### src/rtl/ldev_pkg.sv
// Package: shared constants and per-window geometry for the I/O window
// decoder. Assumes a 16-bit host I/O address space.
package ldev_pkg;

    localparam int ADDR_W   = 16;
    localparam int NUM_WIN  = 5;                 // byte-pair windows
    localparam int NUM_SEL  = NUM_WIN + 1;       // plus the GPIO window
    localparam logic [ADDR_W-1:0] WIN_FLOOR = 16'h0100;

    // Select index of each function, which is also its priority (low wins).
    typedef enum logic [2:0] {
        FN_FDC  = 3'd0,
        FN_LPT  = 3'd1,
        FN_SER1 = 3'd2,
        FN_SER2 = 3'd3,
        FN_AUX  = 3'd4,
        FN_GPIO = 3'd5
    } fn_e;

    // Number of low address bits that a window spans.
    function automatic int win_align_bits(input int idx);
        case (idx)
            0, 2, 3: return 3;
            1:       return 2;
            default: return 0;
        endcase
    endfunction

    // Highest legal aligned base of a window.
    function automatic logic [ADDR_W-1:0] win_ceiling(input int idx);
        case (idx)
            0, 2, 3: return 16'h0FF8;
            1:       return 16'h0FFC;
            default: return 16'h0FFF;
        endcase
    endfunction

    // GPIO base chosen by the 2-bit code.
    function automatic logic [ADDR_W-1:0] gpio_base_of(input logic [1:0] code);
        case (code)
            2'd0:    return 16'h00E0;
            2'd1:    return 16'h00E2;
            2'd2:    return 16'h00E4;
            default: return 16'h00EA;
        endcase
    endfunction

endpackage

### src/rtl/ldev_io_window.sv
// Module: one byte-pair I/O window. Builds the base from two bytes, aligns
// it to the window size, checks the legal range and both enables, and
// compares the host address. Purely combinational; assumes FLOOR and CEIL
// are already aligned to the window size.
module ldev_io_window #(
    parameter int                ADDR_W     = 16,
    parameter int                ALIGN_BITS = 3,
    parameter logic [ADDR_W-1:0] FLOOR      = 16'h0100,
    parameter logic [ADDR_W-1:0] CEIL       = 16'h0FF8
) (
    input  logic              glb_en,
    input  logic              act_en,
    input  logic [7:0]        hi,
    input  logic [7:0]        lo,
    input  logic [ADDR_W-1:0] addr,
    output logic [ADDR_W-1:0] base,
    output logic              valid,
    output logic              hit
);
    localparam logic [ADDR_W-1:0] ALIGN_MASK =
        ~((ADDR_W'(1) << ALIGN_BITS) - ADDR_W'(1));

    logic [ADDR_W-1:0] raw_base;
    logic              in_range;

    // Assemble and align the base address.
    always_comb begin
        raw_base = ADDR_W'({hi, lo});
        base     = raw_base & ALIGN_MASK;
    end

    // Range and enable qualification.
    always_comb begin
        in_range = (base >= FLOOR) && (base <= CEIL);
        valid    = glb_en && act_en && in_range;
    end

    // Address match inside the aligned window.
    always_comb begin
        hit = valid && ((addr & ALIGN_MASK) == base);
    end

endmodule

### src/rtl/ldev_gpio_window.sv
// Module: the 2-byte GPIO window, whose base comes from a 2-bit code rather
// than a byte pair. Purely combinational.
module ldev_gpio_window
    import ldev_pkg::*;
(
    input  logic              en,
    input  logic [1:0]        code,
    input  logic [ADDR_W-1:0] addr,
    output logic [ADDR_W-1:0] base,
    output logic              valid,
    output logic              hit
);
    // Base lookup and address match on all but the lowest bit.
    always_comb begin
        base  = gpio_base_of(code);
        valid = en;
        hit   = en && (addr[ADDR_W-1:1] == base[ADDR_W-1:1]);
    end

endmodule

### src/rtl/ldev_gpio_regs.sv
// Module: the GPIO register pair. Register 0 accepts only bits 1:0 on a
// write; register 1 is read-only and holds its reset value. Assumes
// wr_en is already qualified by strobe, write and window hit.
module ldev_gpio_regs #(
    parameter logic [7:0] RST0 = 8'hFF,
    parameter logic [7:0] RST1 = 8'hFD
) (
    input  logic       clk,
    input  logic       rst_n,
    input  logic       wr_en,
    input  logic       addr_odd,
    input  logic [7:0] wdata,
    output logic [7:0] reg0,
    output logic [7:0] reg1
);
    localparam logic [7:0] WR_MASK = 8'h03;

    // Register 0: masked write of the low two bits.
    always_ff @(posedge clk) begin
        if (!rst_n)
            reg0 <= RST0;
        else if (wr_en && !addr_odd)
            reg0 <= (reg0 & ~WR_MASK) | (wdata & WR_MASK);
    end

    // Register 1: loaded at reset, never written.
    always_ff @(posedge clk) begin
        if (!rst_n)
            reg1 <= RST1;
    end

endmodule

### src/rtl/ldev_sel_arbiter.sv
// Module: fixed-priority select. Keeps the lowest-numbered hit and
// registers it. Outputs zero after an edge without a strobe.
module ldev_sel_arbiter #(
    parameter int N = 6
) (
    input  logic         clk,
    input  logic         rst_n,
    input  logic         strobe,
    input  logic [N-1:0] hits,
    output logic [N-1:0] sel_q
);
    logic [N-1:0] grant;

    // Isolate the lowest set bit of the hit vector.
    always_comb begin
        grant = hits & (~hits + N'(1));
    end

    // Register the grant for one strobed cycle.
    always_ff @(posedge clk) begin
        if (!rst_n)
            sel_q <= '0;
        else if (strobe)
            sel_q <= grant;
        else
            sel_q <= '0;
    end

endmodule

### src/rtl/ldev_window_decoder.sv
// Module: top of the peripheral I/O window decoder. Instantiates the five
// byte-pair windows in a generate loop, plus the GPIO window, the GPIO
// register pair and the select arbiter. Assumes configuration inputs are
// static while an access is strobed.
module ldev_window_decoder
    import ldev_pkg::*;
(
    input  logic        clk,
    input  logic        rst_n,
    input  logic        fdc_glb_en,
    input  logic        fdc_act,
    input  logic [7:0]  fdc_hi,
    input  logic [7:0]  fdc_lo,
    input  logic        lpt_glb_en,
    input  logic        lpt_act,
    input  logic [7:0]  lpt_hi,
    input  logic [7:0]  lpt_lo,
    input  logic [7:0]  lpt_irq_in,
    input  logic        ser1_glb_en,
    input  logic        ser1_act,
    input  logic [7:0]  ser1_hi,
    input  logic [7:0]  ser1_lo,
    input  logic        ser2_glb_en,
    input  logic        ser2_act,
    input  logic [7:0]  ser2_hi,
    input  logic [7:0]  ser2_lo,
    input  logic        aux_act,
    input  logic [7:0]  aux_hi,
    input  logic [7:0]  aux_lo,
    input  logic        gpio_en,
    input  logic [1:0]  gpio_code,
    input  logic [15:0] io_addr,
    input  logic        io_strobe,
    input  logic        io_write,
    input  logic [7:0]  io_wdata,
    output logic [15:0] fdc_base,
    output logic        fdc_valid,
    output logic [15:0] lpt_base,
    output logic        lpt_valid,
    output logic [7:0]  lpt_irq_out,
    output logic [15:0] ser1_base,
    output logic        ser1_valid,
    output logic [15:0] ser2_base,
    output logic        ser2_valid,
    output logic [15:0] aux_base,
    output logic        aux_valid,
    output logic [15:0] gpio_base,
    output logic        gpio_valid,
    output logic [5:0]  sel,
    output logic [7:0]  gpio_reg0,
    output logic [7:0]  gpio_reg1
);
    localparam logic [7:0] IRQ_MAX  = 8'd15;
    localparam logic [7:0] IRQ_NONE = 8'hFF;

    logic [NUM_WIN-1:0]    w_glb, w_act, w_valid, w_hit;
    logic [7:0]            w_hi   [NUM_WIN];
    logic [7:0]            w_lo   [NUM_WIN];
    logic [ADDR_W-1:0]     w_base [NUM_WIN];
    logic                  g_hit;
    logic [NUM_SEL-1:0]    all_hits;

    // Gather per-window configuration into arrays; auxiliary has no global enable.
    always_comb begin
        w_glb = {1'b1, ser2_glb_en, ser1_glb_en, lpt_glb_en, fdc_glb_en};
        w_act = {aux_act, ser2_act, ser1_act, lpt_act, fdc_act};
        w_hi[FN_FDC]  = fdc_hi;   w_lo[FN_FDC]  = fdc_lo;
        w_hi[FN_LPT]  = lpt_hi;   w_lo[FN_LPT]  = lpt_lo;
        w_hi[FN_SER1] = ser1_hi;  w_lo[FN_SER1] = ser1_lo;
        w_hi[FN_SER2] = ser2_hi;  w_lo[FN_SER2] = ser2_lo;
        w_hi[FN_AUX]  = aux_hi;   w_lo[FN_AUX]  = aux_lo;
    end

    for (genvar i = 0; i < NUM_WIN; i++) begin : g_win
        ldev_io_window #(
            .ADDR_W     (ADDR_W),
            .ALIGN_BITS (win_align_bits(i)),
            .FLOOR      (WIN_FLOOR),
            .CEIL       (win_ceiling(i))
        ) u_win (
            .glb_en (w_glb[i]),
            .act_en (w_act[i]),
            .hi     (w_hi[i]),
            .lo     (w_lo[i]),
            .addr   (io_addr),
            .base   (w_base[i]),
            .valid  (w_valid[i]),
            .hit    (w_hit[i])
        );
    end

    ldev_gpio_window u_gpio_win (
        .en    (gpio_en),
        .code  (gpio_code),
        .addr  (io_addr),
        .base  (gpio_base),
        .valid (gpio_valid),
        .hit   (g_hit)
    );

    ldev_gpio_regs #(
        .RST0 (8'hFF),
        .RST1 (8'hFD)
    ) u_gpio_regs (
        .clk      (clk),
        .rst_n    (rst_n),
        .wr_en    (io_strobe && io_write && g_hit),
        .addr_odd (io_addr[0]),
        .wdata    (io_wdata),
        .reg0     (gpio_reg0),
        .reg1     (gpio_reg1)
    );

    // Combine hits in priority order: byte-pair windows low, GPIO highest index.
    always_comb begin
        all_hits = {g_hit, w_hit};
    end

    ldev_sel_arbiter #(
        .N (NUM_SEL)
    ) u_arb (
        .clk    (clk),
        .rst_n  (rst_n),
        .strobe (io_strobe),
        .hits   (all_hits),
        .sel_q  (sel)
    );

    // Fan the window results out to named ports.
    always_comb begin
        fdc_base   = w_base[FN_FDC];   fdc_valid  = w_valid[FN_FDC];
        lpt_base   = w_base[FN_LPT];   lpt_valid  = w_valid[FN_LPT];
        ser1_base  = w_base[FN_SER1];  ser1_valid = w_valid[FN_SER1];
        ser2_base  = w_base[FN_SER2];  ser2_valid = w_valid[FN_SER2];
        aux_base   = w_base[FN_AUX];   aux_valid  = w_valid[FN_AUX];
    end

    // Parallel interrupt number, clamped to "none" when out of range.
    always_comb begin
        lpt_irq_out = (lpt_irq_in > IRQ_MAX) ? IRQ_NONE : lpt_irq_in;
    end

endmodule

### config.mk
export PLATFORM = sky130hd
export DESIGN_NAME = ldev_window_decoder
export DESIGN_NICKNAME = d
export VERILOG_FILES = /design/src/rtl/ldev_pkg.sv /design/src/rtl/ldev_io_window.sv /design/src/rtl/ldev_gpio_window.sv /design/src/rtl/ldev_gpio_regs.sv /design/src/rtl/ldev_sel_arbiter.sv /design/src/rtl/ldev_window_decoder.sv
export SDC_FILE = /design/constraint.sdc
export NUM_CORES = 1
export LEC_CHECK = 0
export CORE_AREA = 2 2 100 102
export DETAILED_ROUTE_END_ITERATION = 10
export DIE_AREA = 0 0 102 104
export DONT_BUFFER_PORTS = 1
export SETUP_SLACK_MARGIN = 0.1
export SYNTH_ARGS = -nofsm -noshare
export SYNTH_HDL_FRONTEND = slang
export SYNTH_HIERARCHICAL = 1
export SYNTH_SLANG_ARGS = --single-unit
### constraint.sdc
create_clock -name clk -period 1.4 [get_ports clk]
set_clock_uncertainty 0.05 [all_clocks]
set_input_delay 0.07 -clock clk [delete_from_list [all_inputs] [get_ports clk]]
set_output_delay 0.07 -clock clk [all_outputs]
set_load 0.02 [all_outputs]
* Word-level counts from Yosys, hierarchy flattened *
Cells that the tools add are included.

word-level totals
  bits of input ports = 128
  register bits = 14
  output and inout port bits = 132
  word-level logic and storage cells = 53

operators by class
  multiplexer cells = 2
  $lt $le $gt $ge = 11
  add/subtract/negate cells = 1
  equality and inequality tests = 8
  reductions and logical operators = 26
  bitwise logic cells = 3

operators by type and width
  kind                                                                                   count
  16-bit by 9-bit greater-or-equal comparator with 1-bit output (second input constant)  5
  16-bit by 12-bit less-or-equal comparator with 1-bit output (second input constant)    5
  13-bit == test                                                                         3
  1-bit logical AND                                                                      23
  16-bit == test                                                                         1
  15-bit by 7-bit == test with 1-bit output                                              1
  14-bit == test                                                                         1
  4-bit one-hot mux with 3 select lines                                                  1
  8-bit by 4-bit greater-than comparator with 1-bit output (second input constant)       1
  8-bit two-way mux                                                                      1
  8-bit by 2-bit OR with 8-bit output                                                    1
  6-bit by 1-bit adder with 6-bit output (second input constant)                         1
  6-bit AND                                                                              1
  6-bit NOT                                                                              1
  2-bit by 1-bit == test with 1-bit output (second input constant)                       1
  2-bit == test (second input constant)                                                  1
  2-bit logical NOT                                                                      1
  2-bit AND reduction                                                                    1
  1-bit logical NOT                                                                      1

* Depth between registers and ports, before layout *
  word-level depth = 7
  gate-level depth with buffers = 6
  gate-level depth less buffers = 6

* Modules after synthesis *
Netlist, hierarchy kept.

modules (own cells, without submodules)
  module                                area an instance (um^2)  cells an instance  seq. area each (um^2)  instances
  ldev_io_window at g_win[0].u_win ...  295.3                    39                 0.0                    3
  ldev_io_window at g_win[4].u_win      342.8                    42                 0.0                    1
  ldev_io_window at g_win[1].u_win      306.5                    40                 0.0                    1
  ldev_gpio_window                      214.0                    30                 0.0                    1
  ldev_sel_arbiter                      209.0                    15                 120.1                  1
  ldev_gpio_regs                        203.9                    25                 40.0                   1
  ldev_window_decoder                   71.3                     11                 0.0                    1

* Least setup slack after synthesis *
OpenSTA, ideal clock, no wires.

  path type = input to register
  start = input gpio_code[0]
  end = register u_gpio_regs.reg0[0]
  data required time = 1224 ps
  cell stages on the path = 6
  setup time = 126 ps
  arrival = 1261 ps
  path buffers = 0
  slack = -37 ps
  path through = xor2_1 -> or4_1 -> a211oi_2 -> and3_1 -> nor2b_4 -> o211ai_1

between the ends
  cells in the longest elaborated chain, start to end = 6
  elaborated cells on any way between the ends = 8
  those cells by class = 3 x eq/ne; 1 x mux; 4 x reduce/logical

ends and longest elaborated chain
  item                                           line                        source
  start: declaration                             ldev_window_decoder.sv:31   input logic [1:0] gpio_code,
  2-bit == test, or another cell as far along    ldev_pkg.sv:40              case (code)
  4-bit one-hot mux with 3 select lines (*)      ldev_pkg.sv:40
  15-bit by 7-bit == test with 1-bit output (*)  ldev_gpio_window.sv:17      hit = en && (addr[ADDR_W-1:1] == base[ADDR_W-1:1]);
  1-bit logical AND (*)                          ldev_gpio_window.sv:17
  via all_hits[5]                                ldev_window_decoder.sv:61   logic [NUM_SEL-1:0] all_hits;
  1-bit logical AND (*)                          ldev_window_decoder.sv:107  .wr_en (io_strobe && io_write && g_hit),
  1-bit logical AND (*)                          ldev_gpio_regs.sv:22        else if (wr_en && !addr_odd)
  end signal: assignment                         ldev_gpio_regs.sv:23        reg0 <= (reg0 & ~WR_MASK) | (wdata & WR_MASK);
  end: declaration                               ldev_gpio_regs.sv:13        output logic [7:0] reg0,

The timed path passes the listed nets; every way through them passes the cells marked *.
A chain may end at the register's enable or synchronous reset.

* Worst setup path after layout *
  start = input gpio_code[0]
  end = register u_gpio_regs.reg0[1]

Same word-level chain as after synthesis.

==> impl_metrics.json <==
{
  "initial_utilization_pct": 23.39,
  "fin_crit_ps": 1325,
  "via_per_inst": 4.300,
  "vdd_drop_max_v": 0.0002886,
  "routed_wl_um": 7518,
  "ys_types": 32,
  "cts_root_buf": "clkbuf_8",
  "worstPathArrival_ps": 1380,
  "synth_top_family_by_area": "buffers and inverters",
  "dp_cells": 339,
  "cts.sink_count": 8,
  "top_level_ports": 260,
  "overflow": 0,
  "cp-end-kind": "flop",
  "min_path_type": "primary input to flop",
  "hold_viol": 6,
  "antenna_found_initial": 0,
  "synth_compound_area_share_pct": 1.457,
  "yosysMostFrequentCell": "buf_4",
  "drive_gt1_share_pct": 14.29,
  "cts_buffers": 3,
  "synth.area.top_cells": "buf_4, xor2_1, xnor2_1",
  "synth_largest_area_cell": "buf_4",
  "synthTopCellsByCount": "buf_4, xor2_1, xnor2_1, nor4_1, conb_1",
  "hold_buffers": 1,
  "drc_errors": 0,
  "synthMuxAreaShare_pct": 0,
  "netlist_instances": 280,
  "finalNetCount": 340,
  "async_reset_ff_share_pct": 0,
  "synth_edf_count": 0,
  "cap_violations": 0,
  "placementRows": 36,
  "synth_area_um2": 2233,
  "yosys_warnings": 6,
  "fin_cells": 343,
  "cts_max_path_buffers": 2,
  "drt-pass1-iter-count": 4,
  "diodes": 0,
  "outcome": "complete, but fails checks",
  "post_cts_buffers": 0,
  "cts_tree": "yes",
  "avgSynthCellArea_um2": 7.976,
  "finalMaxSlewViolations": 0,
  "fin_crit_sh_pct": 94.63,
  "violations": "negative hold slack",
  "finalSetupViolCount": 0,
  "area_growth_pct": -17.82,
  "worstMarginPinSlew_ps": 516.8,
  "grt_usage_pct": 13.27,
  "numPortBuffers": 0,
  "drt-wirelength-per-cell_um": 21.92,
  "die_h_um": 104,
  "path_clk_slew_ps": 40,
  "ant_nets": 0,
  "ys.flop_type": "dfxtp_1",
  "fmaxAchievable_mhz": 754.8,
  "fin_area_um2": 1836,
  "fillers": 1109,
  "crit_required_ps": 1450,
  "ys_seq_area_share_pct": 7.171,
  "ys_seq_elements": 8,
  "crit_type": "primary input to flop",
  "dp_hpwl_um": 6446,
  "synthSimpleGateAreaFrac_pct": 24.76,
  "slowest_delay_ps": 430,
  "die_area_um2": 10610,
  "path_max_fanout": 6,
  "cts.htree.levels": 1,
  "power_density_nw_per_um2": 452.2,
  "crit_slowest_cell": "or4_4",
  "rsz0062_at_grt": "true",
  "slew_headroom_pct": 65.23,
  "vias": 1475,
  "synthAdderAreaFrac_pct": 0,
  "placed_area_um2": 1762,
  "netlist.area_leader.share_pct": 36.30,
  "whs_ps": -111.8,
  "worstPathCellList": "xor2_1 -> or4_4 -> a211oi_4 -> and3_4 -> nor2b_4 -> o211ai_1",
  "clock_latency_ps": 220,
  "power_leakage_nw": 0.6167,
  "grt_pass1_wl_um": 10210,
  "dr.first_iter.drc_count": 49,
  "startpoint_type": "primary input",
  "dieWidth_um": 102,
  "gp_congestion": 0.6952,
  "grt_pass1_vias": 1508,
  "coreArea_um2": 9549,
  "grt_max_degree": 9,
  "synth_xor_xnor_area_share_pct": 27.45
}
==> power breakdown <==
part | switching (W) | internal [W] | total (W)
logic | 0.000188 | 0.000143 | 0.000332
clock network | 0.0000839 | 0.000186 | 0.000270
registers | 0.00000000110 | 0.000229 | 0.000229
total | 0.000272 | 0.000558 | 0.000830
==> layer usage <==
metal | vias to the layer above | wire (µm) | GRT usage (%)
li1 | 641 | - | -
met1 | 696 | 2847 | 15.13
met2 | 134 | 3832 | 24.39
met3 | 4 | 796 | 3.763
met4 | 0 | 41 | 2.286
met5 | - | 0 | 0
==> through the flow <==
step           hold slack [ps]  worst slack (ps)  setup TNS (ps)  util, %  total power [W]
2_1_floorplan            108.9             3.074               0        -        0.0009120
6_report                -111.8             75.18               0    19.22        0.0008301
3_3_place_gp             90.16            -213.5          -501.6    18.45        0.0005509
3_5_place_dp             90.16            -260.3          -744.7    18.45        0.0005575
4_1_cts                 -115.3             11.97               0    19.22        0.0008348
5_1_grt                 -117.8            -3.752          -3.752    19.22        0.0008737
==> sequential cells by signal, indices dropped and copies added (netlist names) <==
register / cells
u_arb/sel_q: 6
u_gpio_regs/reg0: 2
==> what timing repair did <==
action / in CTS / in global routing
pin swaps: 2 / 1
setup endpoints to repair: 3 / 3
endpoints found under the hold margin: 7 / 6
resized for setup: 4 / 0
==> placed cells by master (no fill, tap or decap), types with 6 or more instances in the layout <==
cell type,instances
xor2_1,42
conb_1,39
xnor2_1,28
nor4_1,11
nor4_2,8
nand4_1,8
dfxtp_1,8
inv_1,7
nand3_1,7
nor2_1,6
==> final cells by class <==
type	instances	area (µm²)	area share, %
clock buffer	3	41.29	2.249
inverter	7	26.28	1.431
multi-input combinational	186	1394	75.94
sequential	8	160.2	8.725
tap	133	166.4	9.066
timing repair buffer	6	47.55	2.590
==> kinds of logic (layout without fill, tap and decap cells) <==
logic type,count (synthesis),after routing
AO/OA/AOI/OAI,4,4
other,9,39
buffers and inverters,116,16
XOR/XNOR,70,70
flip-flops,8,8
AND/OR/NAND/NOR,73,73
==> path summary, 6_finish.rpt <==
path / from / endpoint / slack, ps / cells after the start
worst min register to register: u_gpio_regs/reg0[1] / u_gpio_regs/reg0[1] / 550 / 2
worst max-delay path: gpio_code[0] / u_gpio_regs/reg0[1] / 80 / 6
worst min-delay path: rst_n / u_gpio_regs/reg0[0] / -110 / 1
worst max register to register: u_gpio_regs/reg0[1] / u_gpio_regs/reg0[1] / 590 / 2
==> critical path: cells and delay by family <==
kind | cells | cell delay [ps]
compound gates | 2 | 360
xor+xnor | 1 | 140
simple gates | 3 | 810
No activity file was read; power rests on OpenSTA's default activity.
